$ cat config.mk
export PLATFORM = sky130hd
export DESIGN_NAME = irq_prio_arbiter
export DESIGN_NICKNAME = d
export VERILOG_FILES = /design/src/rtl/irq_arb_pkg.sv /design/src/rtl/irq_arb_ctrl.sv /design/src/rtl/irq_arb_datapath.sv /design/src/rtl/irq_prio_arbiter.sv
export SDC_FILE = /design/constraint.sdc
export NUM_CORES = 1
export LEC_CHECK = 0
export BUFFER_PORTS_ARGS = -buffer_cell sky130_fd_sc_hd__buf_2
export CAP_MARGIN = 20
export CORE_AREA = 2 2 77 97
export CTS_CLUSTER_SIZE = 16
export DETAILED_ROUTE_END_ITERATION = 16
export DIE_AREA = 0 0 79 99
export PLACE_DENSITY = 0.8
export RECOVER_POWER = 25
export REMOVE_ABC_BUFFERS = 1
export SYNTH_ARGS = -nofsm -noshare
export SYNTH_HDL_FRONTEND = slang
export SYNTH_SLANG_ARGS = --single-unit
$ cat constraint.sdc
create_clock -name clk -period 11.2 [get_ports clk]
set_clock_uncertainty 0.2 [all_clocks]
set_input_delay 0.56 -clock clk [delete_from_list [all_inputs] [get_ports clk]]
set_output_delay 0.56 -clock clk [all_outputs]
set_load 0.05 [all_outputs]
$ cat src/rtl/irq_arb_pkg.sv
package irq_arb_pkg;
  localparam int PRIO_W    = 5;
  localparam int LVL_W     = PRIO_W - 1;
  localparam int SLOT_MAXW = 8;

  typedef struct packed {
    logic                 prioWrite;
    logic [SLOT_MAXW-1:0] prioSlot;
    logic [PRIO_W-1:0]    prioData;
    logic                 armed;
  } ctrlStrobes_t;
endpackage

$ cat src/rtl/irq_arb_ctrl.sv
module irq_arb_ctrl
  import irq_arb_pkg::*;
#(
  parameter int IDX_W = 3
) (
  input  logic              clk,
  input  logic              rst_n,
  input  logic              wrEn,
  input  logic [IDX_W-1:0]  wrIdx,
  input  logic [PRIO_W-1:0] wrPrio,
  output ctrlStrobes_t      strobes
);
  logic armedQ;

  // armed goes high one cycle after reset releases, so history checks are valid
  always_ff @(posedge clk) begin
    if (!rst_n) armedQ <= 1'b0;
    else        armedQ <= 1'b1;
  end

  always_comb begin
    strobes           = '0;
    strobes.prioWrite = wrEn & rst_n;
    strobes.prioSlot  = SLOT_MAXW'(wrIdx);
    strobes.prioData  = wrPrio;
    strobes.armed     = armedQ;
  end

  // a write strobe is never raised while reset is held
  assert_no_write_in_reset_R10: assert property (@(posedge clk)
    !rst_n |-> !strobes.prioWrite);
endmodule

$ cat src/rtl/irq_arb_datapath.sv
module irq_arb_datapath
  import irq_arb_pkg::*;
#(
  parameter int              NUM_SRC   = 8,
  parameter int              IDX_W     = 3,
  parameter int              CODE_W    = 12,
  parameter logic [CODE_W-1:0] CODE_BASE = 12'h400,
  parameter logic [CODE_W-1:0] CODE_STEP = 12'h020
) (
  input  logic               clk,
  input  logic               rst_n,
  input  ctrlStrobes_t       strobes,
  input  logic [NUM_SRC-1:0] reqIn,
  output logic [LVL_W-1:0]   irqLevel,
  output logic [CODE_W-1:0]  irqCode,
  output logic [IDX_W-1:0]   winIdx
);
  logic [PRIO_W-1:0] prioQ [NUM_SRC];
  logic [NUM_SRC-1:0] eligible;

  // per-source priority registers and eligibility
  for (genvar g = 0; g < NUM_SRC; g++) begin : gSrc
    always_ff @(posedge clk) begin
      if (!rst_n)
        prioQ[g] <= '0;
      else if (strobes.prioWrite && strobes.prioSlot == SLOT_MAXW'(g))
        prioQ[g] <= strobes.prioData;
    end
    assign eligible[g] = reqIn[g] && (prioQ[g][PRIO_W-1:1] != '0);
  end

  // linear scan: strictly greater replaces, so lower index keeps ties
  logic [PRIO_W-1:0] bestPrio;
  logic [IDX_W-1:0]  bestIdx;
  logic              bestValid;

  always_comb begin
    bestPrio  = '0;
    bestIdx   = '0;
    bestValid = 1'b0;
    for (int i = 0; i < NUM_SRC; i++) begin
      if (eligible[i] && (!bestValid || prioQ[i] > bestPrio)) begin
        bestPrio  = prioQ[i];
        bestIdx   = IDX_W'(i);
        bestValid = 1'b1;
      end
    end
  end

  logic [CODE_W-1:0] nextCode;
  assign nextCode = bestValid ? CODE_BASE + CODE_W'(bestIdx) * CODE_STEP : '0;

  always_ff @(posedge clk) begin
    if (!rst_n) begin
      irqLevel <= '0;
      irqCode  <= '0;
      winIdx   <= '0;
    end else begin
      irqLevel <= bestValid ? bestPrio[PRIO_W-1:1] : '0;
      irqCode  <= nextCode;
      winIdx   <= bestIdx;
    end
  end

  // checker-side history of requests and writes
  logic [NUM_SRC-1:0] reqD;
  logic               wrD;
  always_ff @(posedge clk) begin
    if (!rst_n) begin
      reqD <= '0;
      wrD  <= 1'b0;
    end else begin
      reqD <= reqIn;
      wrD  <= strobes.prioWrite;
    end
  end

  // no winner means code 0, a winner means a nonzero code
  assert_code_zero_when_idle_R7: assert property (@(posedge clk) disable iff (!rst_n)
    (irqLevel == '0) == (irqCode == '0));

  // a presented winner was requesting on the edge that sampled it
  assert_winner_was_pending_R8: assert property (@(posedge clk) disable iff (!rst_n)
    strobes.armed && irqLevel != '0 |-> reqD[winIdx]);

  // with requests and settings steady, outputs hold on the next edge
  assert_outputs_hold_R9: assert property (@(posedge clk) disable iff (!rst_n)
    strobes.armed && !strobes.prioWrite && !wrD && reqIn == reqD
    |=> $stable(irqLevel) && $stable(irqCode) && $stable(winIdx));

  // outputs read zero on the edge after reset
  assert_reset_clears_R1: assert property (@(posedge clk)
    !rst_n |=> irqLevel == '0 && irqCode == '0 && winIdx == '0);
endmodule

$ cat src/rtl/irq_prio_arbiter.sv
module irq_prio_arbiter
  import irq_arb_pkg::*;
#(
  parameter int                NUM_SRC   = 8,
  parameter int                CODE_W    = 12,
  parameter logic [CODE_W-1:0] CODE_BASE = 12'h400,
  parameter logic [CODE_W-1:0] CODE_STEP = 12'h020,
  localparam int               IDX_W     = (NUM_SRC > 1) ? $clog2(NUM_SRC) : 1
) (
  input  logic               clk,
  input  logic               rst_n,
  input  logic [NUM_SRC-1:0] reqIn,
  input  logic               wrEn,
  input  logic [IDX_W-1:0]   wrIdx,
  input  logic [PRIO_W-1:0]  wrPrio,
  output logic [LVL_W-1:0]   irqLevel,
  output logic [CODE_W-1:0]  irqCode,
  output logic [IDX_W-1:0]   winIdx
);
  ctrlStrobes_t strobes;

  irq_arb_ctrl #(.IDX_W(IDX_W)) u_ctrl (
    .clk(clk), .rst_n(rst_n), .wrEn(wrEn), .wrIdx(wrIdx), .wrPrio(wrPrio),
    .strobes(strobes)
  );

  irq_arb_datapath #(
    .NUM_SRC(NUM_SRC), .IDX_W(IDX_W), .CODE_W(CODE_W),
    .CODE_BASE(CODE_BASE), .CODE_STEP(CODE_STEP)
  ) u_dp (
    .clk(clk), .rst_n(rst_n), .strobes(strobes), .reqIn(reqIn),
    .irqLevel(irqLevel), .irqCode(irqCode), .winIdx(winIdx)
  );
endmodule

==> out/qor.yml <==
status: "completed"
slowest_delay_ps: 550
root_buffer: "clkbuf_8"
critPathLaunchType: "flop"
design.core.area_um2: 6890
synth_cells: 371
placementRows: 34
dieArea_um2: 7820
synth_cell_types: 52
nets: 480
clk_path_buf_depth: 2
required_ps: 11230
fin_util: 0.648
ys_seq_area_frac: 0.390
finalSetupViolCount: 0
p_int_mw: 0.498
synth_commonest_cells: "and2_1, edfxtp_1, ha_1, nor2_1, nand2_1"
synth_top_area_share: 0.330
diodes: 0
clkSinkCount: 51
yosys_most_used_dff: "edfxtp_1"
synth_edf_count: 40
yosys.area.top_type: "edfxtp_1"
grt_pass1_vias: 2962
final_area_um2: 4460
antenna_found_initial: 0
crit_type: "reg -> reg"
cts_htree_levels: 2
crit_path_frequent_cell: "ha_1"
min-delay-path-class: "in -> reg"
drt_iter0_markers: 303
pin_count: 38
ys_ff_latch: 51
timing.final.crit_share: 0.970
vias: 3157
worst_pin_slew_ps: 1040
fill_cells: 549
p_per_area_nw_per_um2: 187
grt_usage: 0.217
swShare: 0.402
critPathMaxFanout: 7
dp_cells: 495
cpMaxStageDelayCell: "or4_4"
cts_hold_buffers: 0
yosysWarnings: 0
ys_top_cells_by_area: "edfxtp_1, ha_1, and2_1, dfxtp_1, nor2_1"
firstDrtPassIters: 5
clkTransAtPathRegs_ps: 90
globalplace.congestion: 0.920
fin_setup_tns_ps: 0
cts_buffers: 5
ant_nets: 0
power_frac_seq: 0.292
grt_max_degree: 16
grt_pass1_wl_um: 13400
multi_input_area_um2: 2400
clkPwrFrac: 0.175
drv_slew: 0
seq_area_um2: 1420
route.detailed.drc: 0
hold_start: "wrPrio[0]"
power_leakage_nw: 1.80
die_w_um: 79
dpl-instance-area_um2: 3930
gr-total-overflow: 0
fp.dieH_um: 99
avgSynthCellArea_um2: 9.82
cp-startpoint: "u_dp.prioQ[0][2]"
initial_core_util: 0.529
period_needed_ps: 10860
drive_above_1_share: 0.269
finalNonFillerCells: 517
final-hold-violation-count: 0
maxCapViolCount: 0
slew_headroom: 0.295
cp-end-kind: "flop"
areaGrowthSynthToFinish_pct: 22.5
port-buffer-count: 29
power.switching_mw: 0.335
wire_per_inst_um: 17.5
hpwl_um: 6400
clock_latency_ps: 300
viasPerCell: 6.11
maxClockFrequency_ghz: 0.0921
synth_area_um2: 3640
worstReg2RegStart: "u_dp.prioQ[0][2]"
finalWirelength_um: 9020
arrival_ps: 10900
vdd_drop_max_uv: 110
combPwrFrac: 0.533
synth-async-reset-ratio: 0
cts_tree: "done"
==> logic make-up (layout without fill, tap and decap cells) <==
kind of cell	count (synthesis)	after routing	synth area share
adders and majority gates	35	35	0.120
DFF	51	51	0.390
other	1	8	0.00103
buffers and inverters	31	79	0.0429
AOI/OAI and AO/OA	120	121	0.243
and+or+nand+nor	128	128	0.187
muxes	5	5	0.0151
==> flip-flops by register name (all words and copies together), names as in the netlist <==
signal         flops
u_dp.irqCode       4
u_dp.irqLevel      4
u_dp.prioQ        40
u_dp.winIdx        3
==> power by group through the flow <==
stage	registers (mW)	clock network [mW]	logic [mW]
finish	0.243	0.146	0.444
CTS	0.243	0.148	0.378
floorplan	0.295	0	0.207
global placement	0.246	0	0.348
global route	0.246	0.155	0.481
detailed placement	0.247	0	0.358
==> layout by cell type, fill, tap and decap left out, types with 3 or more instances in the layout <==
cell       netlist  final
a211oi_1         6      4
edfxtp_1        40     40
o22a_1           4      3
o21ai_0         18     13
mux2_2           4      4
o21ai_2          0      6
inv_1           17     17
o21a_1           8      7
a31oi_1          6      5
a2111oi_4        0      3
nor3_1           3      3
nand2_1         25     24
buf_2            2     28
buf_4            8     23
o21ai_1         10      9
nand3_1          7      7
nand2b_1         9      9
o41ai_1          4      4
a211o_1          4      4
a21o_4           0      3
dfxtp_1         11     11
ha_1            35     33
a21oi_1         18     13
o211ai_1         4      4
a21oi_2          0      5
conb_1           1      8
clkbuf_8         0      5
o41ai_2          3      3
and3_1           4      3
a221oi_4         1      4
and2_1          40     20
a21o_1          10      6
and2_0           0     20
nor2_1          26     26
==> final cells by class <==
cell class / count / area share
multi-input combinational: 297 / 0.538
sequential: 51 / 0.318
timing repair buffer: 54 / 0.0746
tap: 90 / 0.0252
clock buffer: 6 / 0.0163
inverter: 17 / 0.0143
clock inverter: 2 / 0.0135
==> worst paths after layout <==
| check | slack [ps] | endpoint | depth (start not counted) |
|---|---|---|---|
| worst max-delay path | 340 | u_dp.irqLevel[3] | 52 |
| worst min-delay path | 460 | u_dp.prioQ[0][5] | 2 |
| worst max register to register | 340 | u_dp.irqLevel[3] | 52 |
| worst min register to register | 470 | u_dp.irqLevel[2] | 2 |
==> through the flow <==
step	hold WS, ps	setup slack (ps)	power, mW
6_report	456	336	0.833
5_1_grt	455	-197	0.882
4_1_cts	414	12.8	0.769
3_5_place_dp	454	-393	0.605
3_3_place_gp	445	-129	0.594
2_1_floorplan	366	395	0.503
==> metal layers <==
| layer | track usage | part of all wire | vias up |
|---|---|---|---|
| met5 | 0 | 0 | - |
| met4 | 0.0889 | 0.031 | 0 |
| met3 | 0.0339 | 0.061 | 28 |
| met2 | 0.368 | 0.49 | 123 |
| met1 | 0.275 | 0.42 | 1498 |
| li1 | - | - | 1508 |
==> what timing repair did <==
action	CTS	global route
pin swaps	3	16
buffers inserted	5	7
cloned	0	1
endpoints found under the setup margin	10	10
resized for setup	15	45
==> critical path, delay by kind of cell, from the launching register on <==
family / cells / cell delay, ps
buf+inv: 2 / 210
flops: 1 / 430
simple gates: 11 / 2050
mux: 1 / 300
compound gates: 31 / 5670
fa+ha+maj: 7 / 1920
(Power assumes the default switching activity.)
